### src/rtl/sdh_pkg.sv
package sdh_pkg;
  typedef enum logic [1:0] {
    CMD_DATA_RD = 2'd0,
    CMD_CTRL_RD = 2'd1,
    CMD_CTRL_WR = 2'd2,
    CMD_CAL_WR  = 2'd3
  } sdh_cmd_e;

  typedef enum logic [2:0] {
    ST_IDLE,
    ST_WAIT,
    ST_LEAD,
    ST_SHIFT,
    ST_TAIL,
    ST_DONE
  } sdh_state_e;
endpackage

### src/rtl/sdh_byte_rev.sv
module sdh_byte_rev #(
  parameter int W = 24
) (
  input  logic         en,
  input  logic [W-1:0] din,
  output logic [W-1:0] dout
);
  localparam int NBYTES = W / 8;
  logic [W-1:0] flipped;

  for (genvar b = 0; b < NBYTES; b++) begin : g_byte
    for (genvar i = 0; i < 8; i++) begin : g_bit
      assign flipped[8*b+i] = din[8*b+7-i];
    end
  end

  assign dout = en ? flipped : din;
endmodule

### src/rtl/sdh_tick_gen.sv
module sdh_tick_gen #(
  parameter int HALF_DIV = 4
) (
  input  logic clk,
  input  logic rst,
  input  logic en,
  output logic tick
);
  localparam int CW = (HALF_DIV > 2) ? $clog2(HALF_DIV) : 1;
  localparam logic [CW-1:0] LAST = CW'(HALF_DIV - 1);
  logic [CW-1:0] cnt;

  always_ff @(posedge clk) begin
    if (rst || !en)       cnt <= '0;
    else if (cnt == LAST) cnt <= '0;
    else                  cnt <= cnt + 1'b1;
  end

  assign tick = en && (cnt == LAST);
endmodule

### src/rtl/sdh_shifter.sv
module sdh_shifter #(
  parameter int W = 24
) (
  input  logic         clk,
  input  logic         rst,
  input  logic         load,
  input  logic [W-1:0] load_word,
  input  logic         fall,
  input  logic         rise,
  input  logic         sd_in,
  output logic         out_bit,
  output logic [W-1:0] rx_word
);
  logic [W-1:0] tx;

  always_ff @(posedge clk) begin
    if (rst) begin
      tx      <= '0;
      out_bit <= 1'b0;
      rx_word <= '0;
    end else if (load) begin
      tx      <= load_word;
      rx_word <= '0;
    end else begin
      if (fall) begin
        out_bit <= tx[W-1];
        tx      <= {tx[W-2:0], 1'b0};
      end
      if (rise) rx_word <= {rx_word[W-2:0], sd_in};
    end
  end
endmodule

### src/rtl/sdh_pin_map.sv
module sdh_pin_map (
  input  logic clk,
  input  logic rst,
  input  logic cfg_tfs_inv,
  input  logic cfg_a0_tfs,
  input  logic rd_frame,
  input  logic wr_frame,
  input  logic a0_sel,
  input  logic sclk_int,
  input  logic bit_int,
  output logic sclk,
  output logic rfs_n,
  output logic tfs_n,
  output logic a0,
  output logic sd_out,
  output logic sd_oe
);
  logic rfs_d, tfs_d, a0_d;

  always_comb begin
    rfs_d = ~rd_frame;
    // Transmit strobe may be derived from the receive strobe, never the reverse.
    tfs_d = cfg_tfs_inv ? rd_frame : ~wr_frame;
    a0_d  = cfg_a0_tfs ? tfs_d : a0_sel;
  end

  always_ff @(posedge clk) begin
    if (rst) begin
      sclk   <= 1'b1;
      rfs_n  <= 1'b1;
      tfs_n  <= 1'b1;
      a0     <= 1'b0;
      sd_out <= 1'b0;
      sd_oe  <= 1'b0;
    end else begin
      sclk   <= sclk_int;
      rfs_n  <= rfs_d;
      tfs_n  <= tfs_d;
      a0     <= a0_d;
      sd_out <= bit_int;
      sd_oe  <= ~tfs_d;
    end
  end
endmodule

### src/rtl/sdadc_host_ctrl.sv
module sdadc_host_ctrl #(
  parameter int WORD_W   = 24,
  parameter int HALF_DIV = 4
) (
  input  logic              clk,
  input  logic              rst,
  input  logic              cfg_byte_rev,
  input  logic              cfg_tfs_inv,
  input  logic              cfg_a0_tfs,
  input  logic              req_valid,
  input  logic [1:0]        req_cmd,
  input  logic [WORD_W-1:0] req_wdata,
  output logic              req_ack,
  output logic [WORD_W-1:0] rsp_rdata,
  input  logic              adc_drdy_n,
  output logic              adc_sclk,
  output logic              adc_rfs_n,
  output logic              adc_tfs_n,
  output logic              adc_a0,
  output logic              adc_sd_out,
  output logic              adc_sd_oe,
  input  logic              adc_sd_in
);
  import sdh_pkg::*;

  localparam int BCW = $clog2(WORD_W);
  localparam logic [BCW-1:0] LAST_BIT = BCW'(WORD_W - 1);

  sdh_state_e        state;
  sdh_cmd_e          cmd_q, cmd_in;
  logic              a0_sel_q, sclk_q, ack_q;
  logic [BCW-1:0]    bit_cnt;
  logic [WORD_W-1:0] rdata_q, tx_word, rx_word, rx_user;
  logic              in_frame, is_read, rd_frame, wr_frame;
  logic              tick, accept, fall_ev, rise_ev, out_bit;

  assign cmd_in   = sdh_cmd_e'(req_cmd);
  assign accept   = (state == ST_IDLE) && req_valid && !ack_q;
  assign in_frame = (state == ST_LEAD) || (state == ST_SHIFT) || (state == ST_TAIL);
  assign is_read  = (cmd_q == CMD_DATA_RD) || (cmd_q == CMD_CTRL_RD);
  assign rd_frame = in_frame && is_read;
  assign wr_frame = in_frame && !is_read;
  assign fall_ev  = tick && ((state == ST_LEAD) || ((state == ST_SHIFT) && sclk_q));
  assign rise_ev  = tick && (state == ST_SHIFT) && !sclk_q;

  sdh_byte_rev #(.W(WORD_W)) tx_rev_i (.en(cfg_byte_rev), .din(req_wdata), .dout(tx_word));
  sdh_byte_rev #(.W(WORD_W)) rx_rev_i (.en(cfg_byte_rev), .din(rx_word),   .dout(rx_user));

  sdh_tick_gen #(.HALF_DIV(HALF_DIV)) tick_i (
    .clk(clk), .rst(rst), .en(in_frame), .tick(tick)
  );

  sdh_shifter #(.W(WORD_W)) shift_i (
    .clk(clk), .rst(rst), .load(accept), .load_word(tx_word),
    .fall(fall_ev), .rise(rise_ev), .sd_in(adc_sd_in),
    .out_bit(out_bit), .rx_word(rx_word)
  );

  sdh_pin_map pins_i (
    .clk(clk), .rst(rst), .cfg_tfs_inv(cfg_tfs_inv), .cfg_a0_tfs(cfg_a0_tfs),
    .rd_frame(rd_frame), .wr_frame(wr_frame), .a0_sel(a0_sel_q),
    .sclk_int(sclk_q), .bit_int(out_bit),
    .sclk(adc_sclk), .rfs_n(adc_rfs_n), .tfs_n(adc_tfs_n), .a0(adc_a0),
    .sd_out(adc_sd_out), .sd_oe(adc_sd_oe)
  );

  always_ff @(posedge clk) begin
    if (rst) begin
      state    <= ST_IDLE;
      cmd_q    <= CMD_DATA_RD;
      a0_sel_q <= 1'b0;
      sclk_q   <= 1'b1;
      bit_cnt  <= '0;
      ack_q    <= 1'b0;
      rdata_q  <= '0;
    end else begin
      ack_q <= 1'b0;
      unique case (state)
        ST_IDLE: if (accept) begin
          cmd_q    <= cmd_in;
          a0_sel_q <= (cmd_in == CMD_DATA_RD) || (cmd_in == CMD_CAL_WR);
          bit_cnt  <= '0;
          if ((cmd_in == CMD_CTRL_RD) && cfg_a0_tfs) state <= ST_DONE;
          else if (cmd_in == CMD_DATA_RD)            state <= ST_WAIT;
          else                                       state <= ST_LEAD;
        end
        ST_WAIT: if (!adc_drdy_n) state <= ST_LEAD;
        ST_LEAD: if (tick) begin
          sclk_q <= 1'b0;
          state  <= ST_SHIFT;
        end
        ST_SHIFT: if (tick) begin
          if (!sclk_q) begin
            sclk_q <= 1'b1;
            if (bit_cnt == LAST_BIT) state <= ST_TAIL;
            else                     bit_cnt <= bit_cnt + 1'b1;
          end else begin
            sclk_q <= 1'b0;
          end
        end
        ST_TAIL: if (tick) state <= ST_DONE;
        ST_DONE: begin
          ack_q   <= 1'b1;
          rdata_q <= rx_user;
          state   <= ST_IDLE;
        end
        default: state <= ST_IDLE;
      endcase
    end
  end

  assign req_ack   = ack_q;
  assign rsp_rdata = rdata_q;
endmodule

### config.mk
export PLATFORM = sky130hd
export DESIGN_NAME = sdadc_host_ctrl
export DESIGN_NICKNAME = d
export VERILOG_FILES = /design/src/rtl/sdh_pkg.sv /design/src/rtl/sdh_byte_rev.sv /design/src/rtl/sdh_tick_gen.sv /design/src/rtl/sdh_shifter.sv /design/src/rtl/sdh_pin_map.sv /design/src/rtl/sdadc_host_ctrl.sv
export SDC_FILE = /design/constraint.sdc
export NUM_CORES = 1
export LEC_CHECK = 0
export BUFFER_PORTS_ARGS = -buffer_cell sky130_fd_sc_hd__buf_2
export CAP_MARGIN = 10
export CELL_PAD_IN_SITES_DETAIL_PLACEMENT = 1
export CELL_PAD_IN_SITES_GLOBAL_PLACEMENT = 1
export CORE_ASPECT_RATIO = 1.5
export CORE_MARGIN = 10
export CORE_UTILIZATION = 40
export CTS_CLUSTER_DIAMETER = 60
export DETAILED_ROUTE_END_ITERATION = 8
export GPL_ROUTABILITY_DRIVEN = 1
export HOLD_SLACK_MARGIN = 0.12
export PLACE_DENSITY = 0.84
export SYNTH_ARGS = -nofsm -noshare
export SYNTH_HDL_FRONTEND = slang
export SYNTH_SLANG_ARGS = --single-unit
### constraint.sdc
create_clock -name clk -period 2.54 [get_ports clk]
set_input_delay 0.127 -clock clk [delete_from_list [all_inputs] [get_ports clk]]
set_output_delay 0.127 -clock clk [all_outputs]
set_load 0.05 [all_outputs]
==> flow_metrics.env <==
export IMPL_start_util=0.4051
export IMPL_synth_fp_nets=489
export IMPL_swShare=0.2543
export IMPL_outcome="completed"
export IMPL_synthFlopType="dfxtp_1"
export IMPL_cts_tree="built"
export IMPL_irDropWorstVdd_uv=410.0
export IMPL_cts_buffers=9
export IMPL_route_detailed_drc=0
export IMPL_end_kind="register"
export IMPL_postCtsSetupBuffers=0
export IMPL_worstPathArrival_ns=2.27
export IMPL_path_class="reg2reg"
export IMPL_async_reset_ff_frac=0
export IMPL_slew_viol_final=0
export IMPL_clk_pin_slew_ns=0.06
export IMPL_fin_crit_sh=0.7975
export IMPL_drt_pass1_iter_count=4
export IMPL_antenna_left=0
export IMPL_die_area_um2=14660
export IMPL_maxCapViolCount=0
export IMPL_grt_setup_unrepaired="false"
export IMPL_grt_pass1_wl_um=17150
export IMPL_grt_pass1_vias=3754
export IMPL_synth_area_leaders="dfxtp_1, nand2_1, a21oi_1, mux2i_1, mux2_2"
export IMPL_rows=45
export IMPL_vias=3477
export IMPL_crit_fanout=49
export IMPL_io_buffers=64
export IMPL_hpwl_um=7225
export IMPL_whs_ns=0.1601
export IMPL_die_w_um=102.3
export IMPL_final_setup_viol_count=0
export IMPL_drive_above_1_share=0.2308
export IMPL_diodes=0
export IMPL_cts_num_sinks=93
export IMPL_placed_area_um2=4453
export IMPL_pwr_share_clk=0.391
export IMPL_clock_skew_ns=0.007895
export IMPL_yosysWarnings=0
export IMPL_power_internal_mw=2.337
export IMPL_cts_htree_levels=3
export IMPL_nets=542
export IMPL_relSlewSlack=0.4844
export IMPL_worst_slew_pin_slew_ns=0.7734
export IMPL_cts_resized=0
export IMPL_yosysUniqueCellTypes=43
export IMPL_grt_max_degree=50
export IMPL_grt_usage=0.1448
export IMPL_ctsLongestPathBuffers=2
export IMPL_dp_cells=607
export IMPL_setup_ws_ns=0.5144
export IMPL_synth_top_area_frac=0.4586
export IMPL_coreArea_um2=10020
export IMPL_p_comb_frac=0.112
export IMPL_synth_edf_count=0
export IMPL_die_h_um=143.4
export IMPL_power_net_switching_mw=0.7971
export IMPL_post_drt_wl_per_cell_um=16.50
export IMPL_seqPwrFrac=0.497
export IMPL_total_leakage_power_nw=1.791
export IMPL_cts_hold_buf=3
export IMPL_hold_viol_final=0
export IMPL_final_common_cell="dfxtp_1"
export IMPL_synth_area_um2=4060
export IMPL_wirelength_um=10300
export IMPL_antenna_found_initial=0
export IMPL_seq_area_frac_synth=0.4586
export IMPL_min_period_ns=2.026
export IMPL_yosys_area_top_type="dfxtp_1"
export IMPL_finalPower_mw=3.134
export IMPL_final_cells=624
export IMPL_setup_tns_ns=0
export IMPL_insertion_delay_ns=0.35
export IMPL_layout_common_cells="dfxtp_1, nand2_1, buf_2"
export IMPL_io_pins=65
export IMPL_required_ns=2.79
export IMPL_design_area_um2=4750
export IMPL_gp_congestion=0.7924
export IMPL_syn_area_per_cell_um2=9.003
export IMPL_syn_instance_count=451
export IMPL_hp_class="in2reg"
export IMPL_p_per_area_nw_per_um2=659.9
export IMPL_viasPerCell=5.572
export IMPL_cts_root_buf="clkbuf_16"
export IMPL_dp_slack_ns=0.5605
export IMPL_ys_seq_elements=93
export IMPL_fmax_ghz=0.4937
export IMPL_grt_overflow=0
export IMPL_synthToLayoutAreaGrowth_pct=16.98
export IMPL_crit_path_start_kind="register"
export IMPL_drt_iter0_drc=90
export IMPL_fin_util=0.4739
worst paths after layout:
| path | from | to | slack [ns] | cells past startpoint |
|---|---|---|---|---|
| setup reg to reg | state[2] | rsp_rdata[18] | 0.51 | 5 |
| hold reg to reg | tick_i.cnt[0] | tick_i.cnt[0] | 0.44 | 1 |
| hold / removal | cfg_tfs_inv | pins_i.a0 | 0.16 | 4 |
| setup / recovery | state[2] | rsp_rdata[18] | 0.51 | 5 |
final cells by class:
type | count | area, um^2
multi-input combinational | 319 | 2038
sequential | 93 | 1862
tap | 117 | 146.4
clock inverter | 3 | 23.77
timing repair buffer | 76 | 417.9
fill | 1177 | 5273
inverter | 5 | 18.77
clock buffer | 11 | 242.7
state kept, by name, summed over array words and instances (netlist names):
register,cells
shift_i.tx,24
shift_i.rx_word,24
pins_i.rfs_n,1
pins_i.sclk,1
cmd_q,1
bit_cnt,5
a0_sel_q,1
pins_i.a0,1
rsp_rdata,24
req_ack,1
pins_i.tfs_n,1
pins_i.sd_oe,1
state,3
pins_i.sd_out,1
sclk_q,1
shift_i.out_bit,1
tick_i.cnt,2
cell families after synthesis:
group                    count (synthesis)  share of synthesized area
flip-flops                              93                     0.4586
AO/OA/AOI/OAI                          121                     0.1898
adder cells (fa/ha/maj)                  4                    0.01233
AND/OR/NAND/NOR                        143                     0.1652
buffers and inverters                   39                    0.04099
multiplexers                            51                     0.1331
worst max-delay path, stage by stage, from the launching register on:
cell      delay, ns
dfxtp_1        0.61
inv_1          0.28
nor3b_4        0.25
buf_4          0.45
nor2_1         0.09
a211oi_1       0.24
cells in the mapped netlist, types with 2 or more instances:
master,count
o21ai_0,7
nor2_1,30
buf_2,13
nand2b_1,2
a211oi_1,25
nor3_2,2
nor3_1,3
or2_2,2
dfxtp_1,93
buf_1,2
o211ai_1,2
a22oi_1,25
a21oi_1,54
clkbuf_1,18
nand4b_1,2
and3b_1,2
nor2b_1,3
or4_1,2
ha_1,4
or3_1,6
nor3b_1,2
nand2_1,78
mux2_2,24
mux2i_1,27
inv_1,5
per-layer routing:
| layer | vias up | part of all wire | global-route usage |
|---|---|---|---|
| met5 | - | 0 | 0 |
| met4 | 0 | 0.016 | 0.06185 |
| met3 | 16 | 0.041 | 0.03075 |
| met2 | 61 | 0.54 | 0.2713 |
| met1 | 1690 | 0.40 | 0.1487 |
| li1 | 1710 | - | - |
power groups by stage:
stage	clock, mW	combinational, mW	sequential, mW
6_report	1.23	0.351	1.56
3_5_place_dp	0	0.350	1.59
4_1_cts	1.26	0.356	1.56
5_1_grt	1.33	0.390	1.56
2_1_floorplan	0	0.232	1.61
3_3_place_gp	0	0.336	1.58
Note: power is estimated with default switching activity, not from simulation.
